`src/rtl/ast_pkg.sv`:
```
package ast_pkg;
  typedef enum logic [2:0] {
    FMT_LJ   = 3'd0,
    FMT_RJ   = 3'd1,
    FMT_I2S  = 3'd2,
    FMT_DSPE = 3'd3,
    FMT_DSPL = 3'd4
  } fmt_e;

  function automatic int wl_bits(input logic [1:0] code);
    case (code)
      2'd0:    return 16;
      2'd1:    return 20;
      2'd2:    return 24;
      default: return 32;
    endcase
  endfunction
endpackage

```
`src/rtl/ast_clk_track.sv`:
```
module ast_clk_track #(
  parameter int CW = 8
) (
  input  logic          clk,
  input  logic          rst_n,
  input  logic          bclk,
  input  logic          lrclk,
  output logic          fall_evt,
  output logic          trans_evt,
  output logic          frame_start,
  output logic [CW-1:0] half_idx,
  output logic [CW:0]   frame_idx,
  output logic [CW-1:0] half_len,
  output logic          len_ok
);
  localparam logic [CW-1:0] HMAX = '1;
  localparam logic [CW:0]   FMAX = '1;

  logic          bclk_q, lr_prev, seen;
  logic [CW-1:0] hcnt;
  logic [CW:0]   fcnt;

  assign fall_evt    = bclk_q & ~bclk;
  assign trans_evt   = fall_evt & (lrclk ^ lr_prev);
  assign frame_start = fall_evt & lrclk & ~lr_prev;
  assign half_idx    = trans_evt ? '0 : ((hcnt == HMAX) ? hcnt : hcnt + 1'b1);
  assign frame_idx   = frame_start ? '0 : ((fcnt == FMAX) ? fcnt : fcnt + 1'b1);

  always_ff @(posedge clk) begin
    if (!rst_n) begin
      bclk_q   <= 1'b0;
      lr_prev  <= 1'b0;
      seen     <= 1'b0;
      hcnt     <= '0;
      fcnt     <= '0;
      half_len <= '0;
      len_ok   <= 1'b0;
    end else begin
      bclk_q <= bclk;
      if (fall_evt) begin
        lr_prev <= lrclk;
        hcnt    <= half_idx;
        fcnt    <= frame_idx;
        if (trans_evt) begin
          seen <= 1'b1;
          if (seen) begin
            half_len <= (hcnt == HMAX) ? HMAX : hcnt + 1'b1;
            len_ok   <= 1'b1;
          end
        end
      end
    end
  end

  // a level change restarts the half-period count
  p_trans_clears_r5: assert property (@(posedge clk) disable iff (!rst_n)
    trans_evt |=> (hcnt == '0));
  // a frame sync rise restarts the frame count
  p_start_clears_r7: assert property (@(posedge clk) disable iff (!rst_n)
    frame_start |=> (fcnt == '0));
  // counts advance only on detected falling edges
  p_count_hold_r2: assert property (@(posedge clk) disable iff (!rst_n)
    !fall_evt |=> ($stable(hcnt) && $stable(fcnt)));
endmodule

```
`src/rtl/ast_sample_buf.sv`:
```
module ast_sample_buf #(
  parameter int DW = 32
) (
  input  logic          clk,
  input  logic          rst_n,
  input  logic          in_valid,
  output logic          in_ready,
  input  logic [DW-1:0] in_left,
  input  logic [DW-1:0] in_right,
  input  logic          load,
  output logic [DW-1:0] cur_l,
  output logic [DW-1:0] cur_r,
  output logic          underrun
);
  logic          full;
  logic [DW-1:0] pend_l, pend_r, act_l, act_r;
  logic          accept;

  assign in_ready = ~full;
  assign accept   = in_valid & ~full;
  assign cur_l    = (load && full) ? pend_l : act_l;
  assign cur_r    = (load && full) ? pend_r : act_r;

  always_ff @(posedge clk) begin
    if (!rst_n) begin
      full     <= 1'b0;
      pend_l   <= '0;
      pend_r   <= '0;
      act_l    <= '0;
      act_r    <= '0;
      underrun <= 1'b0;
    end else begin
      underrun <= load & ~full;
      if (load && full) begin
        act_l <= pend_l;
        act_r <= pend_r;
      end
      if (accept) begin
        pend_l <= in_left;
        pend_r <= in_right;
      end
      full <= (full & ~load) | accept;
    end
  end

  // a transfer closes the slot for the next cycle
  p_accept_closes_r10: assert property (@(posedge clk) disable iff (!rst_n)
    (in_valid && in_ready) |=> !in_ready);
  // an underrun pulse only follows a frame start
  p_underrun_at_start_r12: assert property (@(posedge clk) disable iff (!rst_n)
    underrun |-> $past(load));
  // a held pair is not overwritten before a frame start
  p_pend_kept_r10: assert property (@(posedge clk) disable iff (!rst_n)
    (!in_ready && !load) |=> ($stable(pend_l) && $stable(pend_r)));
endmodule

```
`src/rtl/ast_bit_pick.sv`:
```
module ast_bit_pick
  import ast_pkg::*;
#(
  parameter int DW = 32,
  parameter int CW = 8
) (
  input  logic [2:0]    fmt,
  input  logic [1:0]    wlen,
  input  logic          lr,
  input  logic [CW-1:0] half_idx,
  input  logic [CW:0]   frame_idx,
  input  logic [CW-1:0] half_len,
  input  logic          len_ok,
  input  logic [DW-1:0] word_l,
  input  logic [DW-1:0] word_r,
  output logic          bit_o
);
  localparam int IW = (DW > 1) ? $clog2(DW) : 1;

  int            w, k, f, n, j, pos;
  logic [DW-1:0] ch;

  always_comb begin
    w = wl_bits(wlen);
    if (w > DW) w = DW;
    k   = int'(half_idx);
    f   = int'(frame_idx);
    n   = int'(half_len);
    ch  = lr ? word_l : word_r;
    pos = -1;
    j   = -1;
    case (fmt)
      FMT_LJ:  if (k < w) pos = w - 1 - k;
      FMT_I2S: if (k >= 1 && k <= w) pos = w - k;
      FMT_RJ:  if (len_ok && k < n && (n - 1 - k) < w) pos = n - 1 - k;
      FMT_DSPE, FMT_DSPL: begin
        j = (fmt == FMT_DSPE) ? f - 1 : f;
        if (j >= 0 && j < w) begin
          ch  = word_l;
          pos = w - 1 - j;
        end else if (j >= w && j < 2 * w) begin
          ch  = word_r;
          pos = 2 * w - 1 - j;
        end
      end
      default: pos = -1;
    endcase
    bit_o = (pos >= 0) ? ch[pos[IW-1:0]] : 1'b0;
  end
endmodule

```
`src/rtl/ast_serial_tx.sv`:
```
module ast_serial_tx
  import ast_pkg::*;
#(
  parameter int DW = 32,
  parameter int CW = 8
) (
  input  logic          clk,
  input  logic          rst_n,
  input  logic [2:0]    fmt,
  input  logic [1:0]    wlen,
  input  logic          bclk,
  input  logic          lrclk,
  input  logic          in_valid,
  output logic          in_ready,
  input  logic [DW-1:0] in_left,
  input  logic [DW-1:0] in_right,
  output logic          sdata,
  output logic          underrun
);
  logic          fall_evt, trans_evt, frame_start, len_ok, nxt_bit;
  logic [CW-1:0] half_idx, half_len;
  logic [CW:0]   frame_idx;
  logic [DW-1:0] cur_l, cur_r;

  ast_clk_track #(.CW(CW)) u_track (
    .clk(clk), .rst_n(rst_n), .bclk(bclk), .lrclk(lrclk),
    .fall_evt(fall_evt), .trans_evt(trans_evt), .frame_start(frame_start),
    .half_idx(half_idx), .frame_idx(frame_idx),
    .half_len(half_len), .len_ok(len_ok)
  );

  ast_sample_buf #(.DW(DW)) u_buf (
    .clk(clk), .rst_n(rst_n), .in_valid(in_valid), .in_ready(in_ready),
    .in_left(in_left), .in_right(in_right), .load(frame_start),
    .cur_l(cur_l), .cur_r(cur_r), .underrun(underrun)
  );

  ast_bit_pick #(.DW(DW), .CW(CW)) u_pick (
    .fmt(fmt), .wlen(wlen), .lr(lrclk), .half_idx(half_idx),
    .frame_idx(frame_idx), .half_len(half_len), .len_ok(len_ok),
    .word_l(cur_l), .word_r(cur_r), .bit_o(nxt_bit)
  );

  always_ff @(posedge clk) begin
    if (!rst_n)        sdata <= 1'b0;
    else if (fall_evt) sdata <= nxt_bit;
  end

  // the line only moves on a detected falling edge
  p_sdata_hold_r2: assert property (@(posedge clk) disable iff (!rst_n)
    !fall_evt |=> $stable(sdata));
  // left-justified bits past the word are low
  p_lj_pad_zero_r3: assert property (@(posedge clk) disable iff (!rst_n)
    (fall_evt && fmt == FMT_LJ && int'(half_idx) >= wl_bits(wlen)) |=> !sdata);
  // I2S leaves the transition slot low
  p_i2s_gap_r4: assert property (@(posedge clk) disable iff (!rst_n)
    (fall_evt && trans_evt && fmt == FMT_I2S) |=> !sdata);
endmodule

```
`config.mk`:
```
export PLATFORM = sky130hd
export DESIGN_NAME = ast_serial_tx
export DESIGN_NICKNAME = d
export VERILOG_FILES = /design/src/rtl/ast_pkg.sv /design/src/rtl/ast_clk_track.sv /design/src/rtl/ast_sample_buf.sv /design/src/rtl/ast_bit_pick.sv /design/src/rtl/ast_serial_tx.sv
export SDC_FILE = /design/constraint.sdc
export NUM_CORES = 1
export LEC_CHECK = 0
export ABC_AREA = 1
export BUFFER_PORTS_ARGS = -buffer_cell sky130_fd_sc_hd__buf_2
export CORE_AREA = 3 3 153 155
export CTS_CLUSTER_DIAMETER = 30
export CTS_CLUSTER_SIZE = 25
export DETAILED_ROUTE_END_ITERATION = 8
export DIE_AREA = 0 0 156 158
export PLACE_DENSITY = 0.73
export SLEW_MARGIN = 20
export SYNTH_ARGS = -nofsm -noshare
export SYNTH_HDL_FRONTEND = slang
export SYNTH_HIERARCHICAL = 1
export SYNTH_SLANG_ARGS = --single-unit
```
`constraint.sdc`:
```
create_clock -name clk -period 5 [get_ports clk]
set_input_delay 0.25 -clock clk [delete_from_list [all_inputs] [get_ports clk]]
set_output_delay 0.25 -clock clk [all_outputs]
set_load 0.01 [all_outputs]
```
==> flow_metrics.tcl <==
set metrics [dict create \
    status "complete, no violations" \
    drtIter0Drc 896 \
    hold_path_class "in -> reg" \
    grtUsageTotal_pct 24.9 \
    firstDrtPassIters 5 \
    coreArea_um2 22000 \
    vias 12000 \
    slowest_stage "dfxtp_1" \
    cts_root_buf "clkbuf_16" \
    final_core_util_pct 60.8 \
    r2r_cells 40 \
    core.rowCount 54 \
    num_antenna_cells 0 \
    drc 0 \
    whs_path_depth 3 \
    cpPeakStageDelay_ns 0.37 \
    place_ws_ns 0.275 \
    worstPathArrival_ns 4.91 \
    drive_gt1_share_pct 8.88 \
    hpwl_mm 21.8 \
    ir_worst_vdd_uv 221 \
    min_to "u_track/bclk_q" \
    initial_core_util_pct 55.3 \
    setup_tns_ns 0 \
    min_period_over_period_pct 90.9 \
    worstSkewPairLatency_ns 0.43 \
    port_buffers 76 \
    netlist_instances 2084 \
    viasPerCell 4.97 \
    clkTransAtPathRegs_ns 0.08 \
    start_kind "flop" \
    syn_avg_cell_area_um2 5.83 \
    grt_max_degree 68 \
    worst_slack_ns 0.457 \
    max-cap-violations 0 \
    max_freq_ghz 0.220 \
    slew_headroom_pct 12.2 \
    tightest_slew_ns 1.31 \
    power_mw 3.68 \
    area_growth_pct 9.94 \
    syn_area_um2 12100 \
    hold_viol 0 \
    wl_per_cell_um 12.8 \
    skew_ns 0.0178 \
    cts_sinks 160 \
    overflow 0 \
    wirelength_mm 30.7 \
    setup_viol 0 \
    nNetsFinal 2257 \
    grt_pass1_wl_mm 51.2 \
    r2r_end "sdata" \
    die_w_um 156 \
    cpMostUsedCell "nand2_1" \
    cts-hold-fix-buffers 0 \
    htree_levels 4 \
    critPathMaxFanout 19 \
    pin_count 77 \
    power.leakage_nw 7.39 \
    timing.rr.start "u_track/fcnt[1]" \
    min_period_ns 4.54 \
    cp.required_ns 5.37 \
    gp_congestion 0.904 \
    clk_path_buf_depth 2 \
    cp-end-kind "flop" \
    yosysWarnings 6 \
    die_y_um 158 \
    grt_pass1_vias 10800 \
    die_area_um2 24600 \
    cts_tree "built" \
    power_density_nw_per_um2 276 \
    drtAntennaViolNets 0 \
    worstHoldStart "bclk" \
    r2r_setup_slack_ns 0.46 \
    cts_buffers 17 \
    antenna_found_initial 0 \
    slew_viol_final 0 \
    critPathKind "reg -> reg" \
]
metrics by stage:
stage,cells,cell area (um2),hold WS (ns)
5_1_grt,2408,13400,0.0295
2_1_floorplan,2090,12200,0.343
3_3_place_gp,2373,12600,0.449
4_1_cts,2405,13200,0.0134
3_5_place_dp,2373,12600,0.456
6_report,2408,13400,0.0326
critical path, delay by kind of cell, from the launching register on:
family          cells  cell delay (ns)
compound gates      2             0.31
fa+ha+maj           3             0.64
buf+inv             7             0.67
flops               1             0.37
simple gates       28             2.45
layer usage:
layer | GRT usage [%] | wire (um)
met1 | 35.3 | 15400
met2 | 39.8 | 13500
met3 | 3.58 | 1400
met4 | 6.27 | 446
met5 | 0 | 0
worst max-delay path by stage:
stage                    startpoint    end  depth (start not counted)
global route        u_track/fcnt[1]  sdata                         39
CTS                 u_track/hcnt[0]  sdata                         33
floorplan           u_track/fcnt[0]  sdata                         33
finish              u_track/fcnt[1]  sdata                         40
detailed placement  u_track/hcnt[0]  sdata                         33
global placement    u_track/fcnt[0]  sdata                         39
sequential cells by signal, summed over array words and instances, names as in the netlist:
register,flops
sdata,1
u_buf/act_l,32
u_buf/act_r,32
u_buf/full,1
u_buf/pend_l,32
u_buf/pend_r,32
u_buf/underrun,1
u_track/bclk_q,1
u_track/fcnt,9
u_track/half_len,8
u_track/hcnt,8
u_track/len_ok,1
u_track/lr_prev,1
u_track/seen,1
where the power goes:
group	switching [mW]	leakage (nW)	total [mW]	internal [mW]
combinational	0.589	5.77	0.904	0.315
sequential	0.0326	1.31	1.37	1.33
clock	0.637	0.308	1.41	0.777
area by class of cell:
type                       instances  area (um2)
multi-input combinational       1355        6750
clock inverter                    15         219
fill                            2108        8600
clock buffer                      17         425
sequential                       160        3210
tap                              280         350
inverter                         483        1820
timing repair buffer              98         583
placed cells by master, fill, tap and decap left out, types with 4 or more instances in the layout:
cell / n
nand2_1: 489
a21oi_1: 72
nor2_4: 4
nand2_2: 6
clkinv_8: 4
o211ai_1: 5
nor3_1: 6
nand4_1: 10
nor2_1: 278
clkbuf_16: 18
inv_8: 7
inv_2: 8
inv_1: 470
ha_1: 66
buf_2: 76
a21oi_2: 5
xor2_1: 16
o21ai_0: 78
o21ai_1: 4
dfxtp_1: 158
nand3_1: 248
xnor2_1: 5
conb_1: 7
nand3_2: 6
buf_4: 18
nor2_2: 6
nand3b_1: 5
what timing repair did:
action	4_1_cts	5_1_grt
setup buffers	0	2
gates resized for setup	0	17
setup endpoints to repair	0	1
(Power assumes the default switching activity.)
